<file path="src/rtl/mbx_pkg.sv">
package mbx_pkg;
  localparam int unsigned REG_W = 32;

  typedef enum logic [1:0] {
    SEL_SYNC = 2'd0,
    SEL_CTRL = 2'd1,
    SEL_SEND = 2'd2,
    SEL_RECV = 2'd3
  } reg_sel_e;

  // control register bit positions
  localparam int unsigned CB_TX_EMPTY = 0;
  localparam int unsigned CB_TX_FULL  = 1;
  localparam int unsigned CB_TXE_IE   = 2;
  localparam int unsigned CB_TX_CLR   = 3;
  localparam int unsigned CB_RX_EMPTY = 8;
  localparam int unsigned CB_RX_FULL  = 9;
  localparam int unsigned CB_RXNE_IE  = 10;
  localparam int unsigned CB_ERR      = 14;
  localparam int unsigned CB_EN       = 15;

  // sync register bit positions
  localparam int unsigned SB_IN_LO   = 0;
  localparam int unsigned SB_OUT_LO  = 8;
  localparam int unsigned SB_TRIG    = 13;
  localparam int unsigned SB_TRIG_EN = 14;
  localparam int unsigned NIB_W      = 4;
endpackage

</file>
<file path="src/rtl/mbx_fifo.sv">
module mbx_fifo #(
  parameter int unsigned DEPTH = 16,
  parameter int unsigned DW    = 32
) (
  input  logic          clk,
  input  logic          rst_n,
  input  logic          clr_i,
  input  logic          push_i,
  input  logic          pop_i,
  input  logic [DW-1:0] wdata_i,
  output logic [DW-1:0] head_o,
  output logic          empty_o,
  output logic          full_o
);
  localparam int unsigned AW = $clog2(DEPTH);
  localparam int unsigned PW = AW + 1;
  localparam logic [PW-1:0] DEPTH_P = PW'(DEPTH);

  logic [PW-1:0] wr_q, wr_d, rd_q, rd_d;
  logic [PW-1:0] level;
  logic          ptr_en, mem_we;
  logic [AW-1:0] mem_wa;
  logic [DW-1:0] mem_q [DEPTH];

  assign level   = wr_q - rd_q;
  assign full_o  = (level == DEPTH_P);
  assign empty_o = (wr_q == rd_q);
  assign head_o  = mem_q[rd_q[AW-1:0]];

  // clear acts first; a push in the same cycle lands in the emptied queue
  always_comb begin
    wr_d   = wr_q;
    rd_d   = rd_q;
    mem_we = 1'b0;
    mem_wa = wr_q[AW-1:0];
    if (clr_i) begin
      rd_d = '0;
      wr_d = push_i ? PW'(1) : '0;
      mem_we = push_i;
      mem_wa = '0;
    end else begin
      if (push_i && !full_o) begin
        wr_d   = wr_q + PW'(1);
        mem_we = 1'b1;
      end
      if (pop_i && !empty_o) rd_d = rd_q + PW'(1);
    end
    ptr_en = clr_i | push_i | pop_i;
  end

  always_ff @(posedge clk or negedge rst_n) begin
    if (!rst_n) begin
      wr_q <= '0;
      rd_q <= '0;
    end else if (ptr_en) begin
      wr_q <= wr_d;
      rd_q <= rd_d;
    end
  end

  always_ff @(posedge clk) begin
    if (mem_we) mem_q[mem_wa] <= wdata_i;
  end
endmodule

</file>
<file path="src/rtl/mbx_port.sv">
module mbx_port
  import mbx_pkg::*;
#(
  parameter int unsigned DW = 32
) (
  input  logic             clk,
  input  logic             rst_n,
  input  logic [1:0]       addr_i,
  input  logic             wr_i,
  input  logic             rd_i,
  input  logic [3:0]       be_i,
  input  logic [DW-1:0]    wdata_i,
  output logic [DW-1:0]    rdata_o,
  input  logic             ack_i,
  input  logic             tx_empty_i,
  input  logic             tx_full_i,
  input  logic             rx_empty_i,
  input  logic             rx_full_i,
  input  logic [DW-1:0]    rx_head_i,
  input  logic [NIB_W-1:0] peer_nib_i,
  input  logic             peer_trig_i,
  output logic             push_o,
  output logic             clr_o,
  output logic             pop_o,
  output logic [NIB_W-1:0] nib_o,
  output logic             trig_o,
  output logic             trig_en_o,
  output logic             irq_o
);
  logic en_q, en_d, err_q, err_d, txe_ie_q, txe_ie_d, rxne_ie_q, rxne_ie_d;
  logic trig_en_q, trig_en_d, pend_q, pend_d;
  logic [NIB_W-1:0] nib_q, nib_d;
  logic ctrl_lo_we, ctrl_hi_we, sync_hi_we, send_wr, recv_rd;
  logic drop, underrun, err_set, err_clr;
  logic ctrl_en, sync_en, err_en, pend_en;
  logic [DW-1:0] ctrl_rd, sync_rd;

  always_comb begin
    ctrl_lo_we = wr_i && (addr_i == SEL_CTRL) && be_i[0];
    ctrl_hi_we = wr_i && (addr_i == SEL_CTRL) && be_i[1];
    sync_hi_we = wr_i && (addr_i == SEL_SYNC) && be_i[1];
    send_wr    = wr_i && (addr_i == SEL_SEND);
    recv_rd    = rd_i && (addr_i == SEL_RECV);

    txe_ie_d  = ctrl_lo_we ? wdata_i[CB_TXE_IE]  : txe_ie_q;
    rxne_ie_d = ctrl_hi_we ? wdata_i[CB_RXNE_IE] : rxne_ie_q;
    en_d      = ctrl_hi_we ? wdata_i[CB_EN]      : en_q;
    ctrl_en   = ctrl_lo_we | ctrl_hi_we;

    clr_o  = ctrl_lo_we && wdata_i[CB_TX_CLR];
    push_o = send_wr && en_q;
    pop_o  = recv_rd && en_q && !rx_empty_i;

    drop     = push_o && tx_full_i;
    underrun = recv_rd && rx_empty_i;
    err_set  = drop | underrun;
    err_clr  = ctrl_hi_we && wdata_i[CB_ERR];
    err_d    = err_set ? 1'b1 : (err_clr ? 1'b0 : err_q);
    err_en   = err_set | err_clr;

    nib_d     = sync_hi_we ? wdata_i[SB_OUT_LO +: NIB_W] : nib_q;
    trig_en_d = sync_hi_we ? wdata_i[SB_TRIG_EN]         : trig_en_q;
    sync_en   = sync_hi_we;
    trig_o    = sync_hi_we && wdata_i[SB_TRIG];

    // a new doorbell wins over an acknowledge in the same cycle
    pend_d  = (peer_trig_i && trig_en_q) ? 1'b1 : (ack_i ? 1'b0 : pend_q);
    pend_en = peer_trig_i | ack_i;
  end

  always_ff @(posedge clk or negedge rst_n) begin
    if (!rst_n) begin
      en_q      <= 1'b0;
      txe_ie_q  <= 1'b0;
      rxne_ie_q <= 1'b0;
    end else if (ctrl_en) begin
      en_q      <= en_d;
      txe_ie_q  <= txe_ie_d;
      rxne_ie_q <= rxne_ie_d;
    end
  end

  always_ff @(posedge clk or negedge rst_n) begin
    if (!rst_n)      err_q <= 1'b0;
    else if (err_en) err_q <= err_d;
  end

  always_ff @(posedge clk or negedge rst_n) begin
    if (!rst_n) begin
      nib_q     <= '0;
      trig_en_q <= 1'b0;
    end else if (sync_en) begin
      nib_q     <= nib_d;
      trig_en_q <= trig_en_d;
    end
  end

  always_ff @(posedge clk or negedge rst_n) begin
    if (!rst_n)       pend_q <= 1'b0;
    else if (pend_en) pend_q <= pend_d;
  end

  always_comb begin
    ctrl_rd = '0;
    ctrl_rd[CB_TX_EMPTY] = tx_empty_i;
    ctrl_rd[CB_TX_FULL]  = tx_full_i;
    ctrl_rd[CB_TXE_IE]   = txe_ie_q;
    ctrl_rd[CB_RX_EMPTY] = rx_empty_i;
    ctrl_rd[CB_RX_FULL]  = rx_full_i;
    ctrl_rd[CB_RXNE_IE]  = rxne_ie_q;
    ctrl_rd[CB_ERR]      = err_q;
    ctrl_rd[CB_EN]       = en_q;
    sync_rd = '0;
    sync_rd[SB_IN_LO +: NIB_W]  = peer_nib_i;
    sync_rd[SB_OUT_LO +: NIB_W] = nib_q;
    sync_rd[SB_TRIG_EN]         = trig_en_q;
    unique case (addr_i)
      SEL_SYNC: rdata_o = sync_rd;
      SEL_CTRL: rdata_o = ctrl_rd;
      SEL_RECV: rdata_o = rx_empty_i ? '0 : rx_head_i;
      default:  rdata_o = '0;
    endcase
  end

  assign nib_o     = nib_q;
  assign trig_en_o = trig_en_q;
  assign irq_o     = (tx_empty_i && txe_ie_q) || (!rx_empty_i && rxne_ie_q) || pend_q;
endmodule

</file>
<file path="src/rtl/mbx_top.sv">
module mbx_top
  import mbx_pkg::*;
#(
  parameter int unsigned DEPTH = 16
) (
  input  logic             clk,
  input  logic             rst_n,
  input  logic [1:0]       a_addr,
  input  logic             a_wr,
  input  logic             a_rd,
  input  logic [3:0]       a_be,
  input  logic [REG_W-1:0] a_wdata,
  output logic [REG_W-1:0] a_rdata,
  input  logic             a_ack,
  output logic             a_irq,
  input  logic [1:0]       b_addr,
  input  logic             b_wr,
  input  logic             b_rd,
  input  logic [3:0]       b_be,
  input  logic [REG_W-1:0] b_wdata,
  output logic [REG_W-1:0] b_rdata,
  input  logic             b_ack,
  output logic             b_irq
);
  localparam int unsigned SIDES = 2;

  logic [1:0]       s_addr  [SIDES];
  logic [3:0]       s_be    [SIDES];
  logic [REG_W-1:0] s_wdata [SIDES];
  logic [REG_W-1:0] s_rdata [SIDES];
  logic [REG_W-1:0] fifo_head [SIDES];
  logic [NIB_W-1:0] s_nib   [SIDES];
  logic [SIDES-1:0] s_wr, s_rd, s_ack, s_irq;
  logic [SIDES-1:0] fifo_push, fifo_pop, fifo_clr, fifo_empty, fifo_full;
  logic [SIDES-1:0] s_trig, trig_en;

  assign s_addr[0]  = a_addr;   assign s_addr[1]  = b_addr;
  assign s_be[0]    = a_be;     assign s_be[1]    = b_be;
  assign s_wdata[0] = a_wdata;  assign s_wdata[1] = b_wdata;
  assign s_wr       = {b_wr, a_wr};
  assign s_rd       = {b_rd, a_rd};
  assign s_ack      = {b_ack, a_ack};
  assign a_rdata    = s_rdata[0];
  assign b_rdata    = s_rdata[1];
  assign a_irq      = s_irq[0];
  assign b_irq      = s_irq[1];

  // queue s is filled by side s and drained by the other side
  for (genvar s = 0; s < SIDES; s++) begin : g_side
    localparam int P = SIDES - 1 - s;

    mbx_fifo #(.DEPTH(DEPTH), .DW(REG_W)) u_fifo (
      .clk     (clk),
      .rst_n   (rst_n),
      .clr_i   (fifo_clr[s]),
      .push_i  (fifo_push[s]),
      .pop_i   (fifo_pop[P]),
      .wdata_i (s_wdata[s]),
      .head_o  (fifo_head[s]),
      .empty_o (fifo_empty[s]),
      .full_o  (fifo_full[s])
    );

    mbx_port #(.DW(REG_W)) u_port (
      .clk         (clk),
      .rst_n       (rst_n),
      .addr_i      (s_addr[s]),
      .wr_i        (s_wr[s]),
      .rd_i        (s_rd[s]),
      .be_i        (s_be[s]),
      .wdata_i     (s_wdata[s]),
      .rdata_o     (s_rdata[s]),
      .ack_i       (s_ack[s]),
      .tx_empty_i  (fifo_empty[s]),
      .tx_full_i   (fifo_full[s]),
      .rx_empty_i  (fifo_empty[P]),
      .rx_full_i   (fifo_full[P]),
      .rx_head_i   (fifo_head[P]),
      .peer_nib_i  (s_nib[P]),
      .peer_trig_i (s_trig[P]),
      .push_o      (fifo_push[s]),
      .clr_o       (fifo_clr[s]),
      .pop_o       (fifo_pop[s]),
      .nib_o       (s_nib[s]),
      .trig_o      (s_trig[s]),
      .trig_en_o   (trig_en[s]),
      .irq_o       (s_irq[s])
    );
  end
endmodule

</file>
<file path="config.mk">
export PLATFORM = sky130hd
export DESIGN_NAME = mbx_top
export DESIGN_NICKNAME = d
export VERILOG_FILES = /design/src/rtl/mbx_pkg.sv /design/src/rtl/mbx_fifo.sv /design/src/rtl/mbx_port.sv /design/src/rtl/mbx_top.sv
export SDC_FILE = /design/constraint.sdc
export NUM_CORES = 1
export LEC_CHECK = 0
export ABC_AREA = 1
export CAP_MARGIN = 40
export CORE_MARGIN = 2
export CORE_UTILIZATION = 60
export DETAILED_ROUTE_END_ITERATION = 7
export DONT_BUFFER_PORTS = 1
export PLACE_DENSITY = 0.77
export SLEW_MARGIN = 20
export SYNTH_ARGS = -nofsm -noshare
export SYNTH_HDL_FRONTEND = slang
export SYNTH_HIERARCHICAL = 1
export SYNTH_SLANG_ARGS = --single-unit
</file>
<file path="constraint.sdc">
create_clock -name clk -period 4.61 [get_ports clk]
set_clock_uncertainty 0.1 [all_clocks]
set_input_delay 0.922 -clock clk [delete_from_list [all_inputs] [get_ports clk]]
set_output_delay 0.922 -clock clk [all_outputs]
set_load 0.02 [all_outputs]
</file>
# == After elaboration in Yosys (flattened, before gate mapping) ==
# Memories as Yosys holds them, arrays and structs flattened.
# Cells that the tools add are included.
# totals
mem_bits_rw,1024
elab_cells,150
out_inout_bits,66
register_bits,40
mem_count,2
inputBits,84
# op_classes
eq_ne,10
bitwise_logic,12
mux,32
n_reduce_logical,70
n_addsub,6
# memory_table
name,depth,word_bits,rd,rd_clocked_by_memory_dff,write_ports,line_no,source
g_side[0].u_fifo.mem_q,16,32,1,0,1,mbx_fifo.sv:23,logic [DW-1:0] mem_q [DEPTH];
g_side[1].u_fifo.mem_q,16,32,1,0,1,mbx_fifo.sv:23,
# op_table
operator,count
one-hot mux 32 bit (3 select lines),2
two-way mux 32 bit,2
logical AND 1 bit,40
two-way mux 5 bit,8
AND reduction 2 bit,12
"adder 5 x 1 -> 5 bit, second input constant",4
two-way mux 1 bit,18
nonzero test 2 bit,8
bitwise OR 1 bit,12
== test 5 bit,2
"== test 5 bit, second input constant",2
subtractor 5 bit,2
"== test 2 bit, second input constant",4
two-way mux 4 bit,2
"== test 2 x 1 -> 1 bit, second input constant",2
logical NOT 1 bit,4
logical NOT 2 bit,2
logical OR 1 bit,4

# == Logic depth before layout (Yosys ltp) ==
# depth
word_depth,8
ltp_mapped,17
mapped_depth_nobuf,16

# == Cells and area by module ==
# Netlist, hierarchy kept.
# modules_own_cells
module,instances,area_each_um2,cells_per_inst,seq_area_each_um2
mbx_fifo,2,20646.1,1565,15625.0
mbx_port,2,849.6,155,250.2

# == Worst setup path after synthesis ==
# OpenSTA, ideal clock, no wires.
# synth_path
kind,input to register
startpoint,input a_addr[0]
endpoint,"memory g_side[0].u_fifo.mem_q[12][0], enable pin"
t_arrival_ns,3.517
path_buffers,1
path_stages,7
path_slack_ns,0.561
setup_ns,0.432
required_ns,4.078
path_cell_list,inv_1 nor2_4 nand3_1 nor2_1 nand2_1 clkbuf_1 a21oi_1
# synth_between
elab_cells_between_ends,13
cone_classes,2 x eq/ne; 5 x mux; 6 x reduce/logical
# synth_lines
element,line_no,source
"start, declared",mbx_top.sv:8,"input logic [1:0] a_addr,"
== test 2 x 1 -> 1 bit *,mbx_port.sv:39,ctrl_lo_we = wr_i && (addr_i == SEL_CTRL) && be_i[0];
logical AND 1 bit * (2 in series),mbx_port.sv:39,
logical AND 1 bit *,mbx_port.sv:50,clr_o = ctrl_lo_we && wdata_i[CB_TX_CLR];
named net fifo_clr[0],mbx_top.sv:34,"logic [SIDES-1:0] fifo_push, fifo_pop, fifo_clr, fifo_empty, fifo_full;"
two-way mux 1 bit,mbx_fifo.sv:36,if (clr_i) begin
two-way mux 1 bit,mbx_fifo.sv:62,if (mem_we) mem_q[mem_wa] <= wdata_i;
two-way mux 1 bit (not written as such),mbx_fifo.sv:62,
"end, declared",mbx_fifo.sv:23,
# The timed path passes the listed nets; every way through them passes the cells marked *.

# == Worst setup path in the final report ==
# layout_path
startpoint,register g_side[0].u_fifo.rd_q[1]
endpoint,output b_rdata[28]
# layout_between
elab_chain_cells,3
elab_cells_between_ends,4
cone_classes,1 x eq/ne; 2 x mux; 1 x memory
# layout_rtl
element,line_no,source
"start, declared",mbx_fifo.sv:19,"logic [PW-1:0] wr_q, wr_d, rd_q, rd_d;"
"start signal, assigned",mbx_fifo.sv:57,rd_q <= rd_d;
== test 5 bit,mbx_fifo.sv:27,assign empty_o = (wr_q == rd_q);
named net fifo_empty[0],mbx_top.sv:34,
two-way mux 32 bit,mbx_port.sv:120,SEL_RECV: rdata_o = rx_empty_i ? '0 : rx_head_i;
one-hot mux 32 bit (3 select lines),mbx_port.sv:117,unique case (addr_i)
"end, declared",mbx_top.sv:21,"output logic [REG_W-1:0] b_rdata,"
# The timed path passes the listed nets, and every way through them passes these cells.

==> impl_metrics.toml <==
[outcome]
status = "finished clean"

[finish]
final-seq-area_sq_um = 31800
diodes = 0
drive_above_1_share_pct = 9.63
final_core_util_pct = 67.8
stdcell_area_sq_um = 48300
fin_nets = 3561
finalNonFillerCells = 4500
multi_input_area_sq_um = 10200
area_growth_syn_to_layout_pct = 12.3
fill_cells = 4671

[worst_hold_path]
hp-class = "primary input to flop"
min_from = "b_wdata[9]"

[clock_network]
cts-buffers-inserted = 104
cts.htree.levels = 3
clkTransAtPathRegs_ps = 60
clockBufferDepth = 3
clock_latency_ps = 670
cts_tree = "done"
cts_sinks = 1064
cts_root_buf = "clkbuf_16"

[setup_path]
start_kind = "flop"
path_buf_inv = 6
worstSetupPathType = "flop to output pin"
cp_slowest_cell = "inv_1"
crit_path_end_kind = "output pin"
critPathMaxStageDelay_ps = 670
critPathLaunch = "g_side[0].u_fifo/rd_q[1]"
path_cells = "inv_2, ha_1, nand2_1, inv_1, nand3_1, inv_1, inv_1, buf_4, nand2_1, nor2_1, buf_4"
worst_ep_arrival_time_ps = 3480
r2r-start = "g_side[1].u_fifo/rd_q[0]"
worst_path_most_repeated_cell = "inv_1"
crit_required_ps = 3590
critPathTopFamily = "buffers and inverters"
critPathMaxFanout = 19

[synth]
syn-num-nets = 3536
ys_warn_count = 6
syn_area_per_cell_sq_um = 12.5
synth-seq-cells = 1064
synth_cells = 3440
ys_seq_area_share_pct = 73.9
ys_types = 28
synth_area_sq_um = 43000

[sta]
fin_crit_ps = 4500
fmax_ghz = 0.222
min_period_over_period_pct = 97.6
rsz0062_at_grt = "no"
drv_slew = 0
hold_viol = 0
setup_viol = 0
max-slew-margin-rel_pct = 38.7
fin_setup_tns_ps = 0
worst_hold_slack_ps = 244
setup_slack_ps = 109
worstMarginPinSlew_ps = 919

[place]
dp_slack_ps = 742
gp_congestion = 0.879
placedCellCount = 4305
place_hpwl_mm = 56.0
post_dp_cell_area_sq_um = 44900
numPortBuffers = 0

[job]
cap_violations = 0

[detailed_routing]
postRouteAntennaNets = 0
wirelength_mm = 106
dr.pass1.iters = 6
drt_iter0_drc = 3545
drc_errors = 0
vias = 28606
viasPerCell = 6.36
wl_per_cell_microns = 23.6

[die]
rows = 98
dieArea_sq_um = 73800
start_util_pct = 60.3
boundaryPins = 150
dieWidth_microns = 272
die_h_microns = 272
coreArea_sq_um = 71200

[global_routing]
antenna_found_initial = 1
grt_pass1_vias = 27131
grt_pass1_wl_mm = 159
track_usage_pct = 28.5
grt_max_degree = 225
grt_overflow = 0

[power]
leakagePower_nw = 16.1
power.density_nw_per_um2 = 581
peakVddDrop_uv = 411
p_total_mw = 28.1
## registers in the layout, indices dropped and copies added (netlist names)
register	flops
g_side.u_fifo/mem_q	1024
g_side.u_fifo/rd_q	10
g_side.u_fifo/wr_q	10
g_side.u_port/nib_o	8
g_side.u_port/en_q	2
g_side.u_port/err_q	2
g_side.u_port/pend_q	2
g_side.u_port/rxne_ie_q	2
g_side.u_port/trig_en_o	2
g_side.u_port/txe_ie_q	2
## worst register-to-register path: stages, from the launching register on
cell and delay [ps]:
dfrtp_4 680, ha_1 280, inv_1 80, nand2_1 90, nand2_1 90, nand2_1 70, nand2_1 60, nand2_1 60
nand2_1 60, inv_1 60, nand2_4 120, nand2_4 260, a21oi_4 560, buf_4 540
## per-layer routing
metal  share of wire, %  vias up  track usage (%)
met3                 11      251             6.12
met4                2.8        2             9.79
met1                 39    14001             40.4
li1                   -    12645                -
met5              0.010        -                0
met2                 47     1707             44.4
## power breakdown
group	switching [mW]	internal, mW
combinational	6.13	2.64
clock	3.53	4.72
sequential	0.216	10.8
total	9.88	18.2
## worst paths after layout
kind                                                 end  slack [ps]  cells after the start
max                                          b_rdata[28]         110                     11
min in group asynchronous       g_side[0].u_fifo/wr_q[2]         770                      2
max in group asynchronous       g_side[0].u_fifo/rd_q[1]        3420                      2
min                        g_side[1].u_fifo/mem_q[10][9]         240                      0
min reg2reg                       g_side[1].u_port/err_q         390                      2
max reg2reg                 g_side[1].u_fifo/mem_q[6][7]        1140                     13
## cell families (layout without fill, tap and decap cells)
kind of cell,Yosys count,in the layout,synth area share (%)
fa+ha+maj,12,12,0.349
simple gates,1198,1198,11.1
compound gates,854,854,11.3
flops,1064,1064,73.9
xor+xnor,12,12,0.244
buf+inv,300,410,3.13
## layout by cell type (no fill, tap or decap), drive strengths merged
master / Yosys / final
edfxtp: 1024 / 1024
nor2: 662 / 662
o21ai: 562 / 562
nand2: 350 / 350
nand3: 174 / 174
buf: 88 / 140
o22ai: 128 / 128
clkbuf: 134 / 126
inv: 74 / 80
o221ai: 68 / 68
o211ai: 62 / 62
clkinv: 4 / 47
dfrtp: 40 / 40
a21oi: 32 / 32
xor2: 12 / 12
ha: 12 / 12
bufinv: 0 / 9
clkinvlp: 0 / 7
nand4: 6 / 6
nor3: 6 / 6
o31ai: 2 / 2
dlygate4sd3: 0 / 1
## Yosys cell counts, drive strengths merged
master  instances  area, sq um
nand3         174          871
o211ai         62          465
o31ai           2         15.0
a21oi          32          160
o221ai         68          596
nor3            6         40.0
xor2           12          105
clkbuf        134          508
inv            74          278
nand2         350         1340
o22ai         128          801
nor2          662         2500
nand4           6         37.5
dfrtp          40         1000
ha             12          150
buf            88          543
o21ai         562         2810
edfxtp       1024        30700
clkinv          4         15.0
## layout make-up
class                           instances  area share, %
Clock buffer                          126           5.65
Multi-Input combinational cell       2076           21.2
Clock inverter                         65           1.23
Inverter                               78          0.635
Sequential cell                      1064           65.8
Tap cell                              950           2.46
Timing Repair Buffer                  141           3.03
## timing repair
action	4_1_cts	5_1_grt
hold endpoints to repair	40	0
hold buffers	2	0
gates resized for setup	0	2
setup buffers	0	1
setup endpoints to repair	0	3
Note: power is estimated with default switching activity, not from simulation.
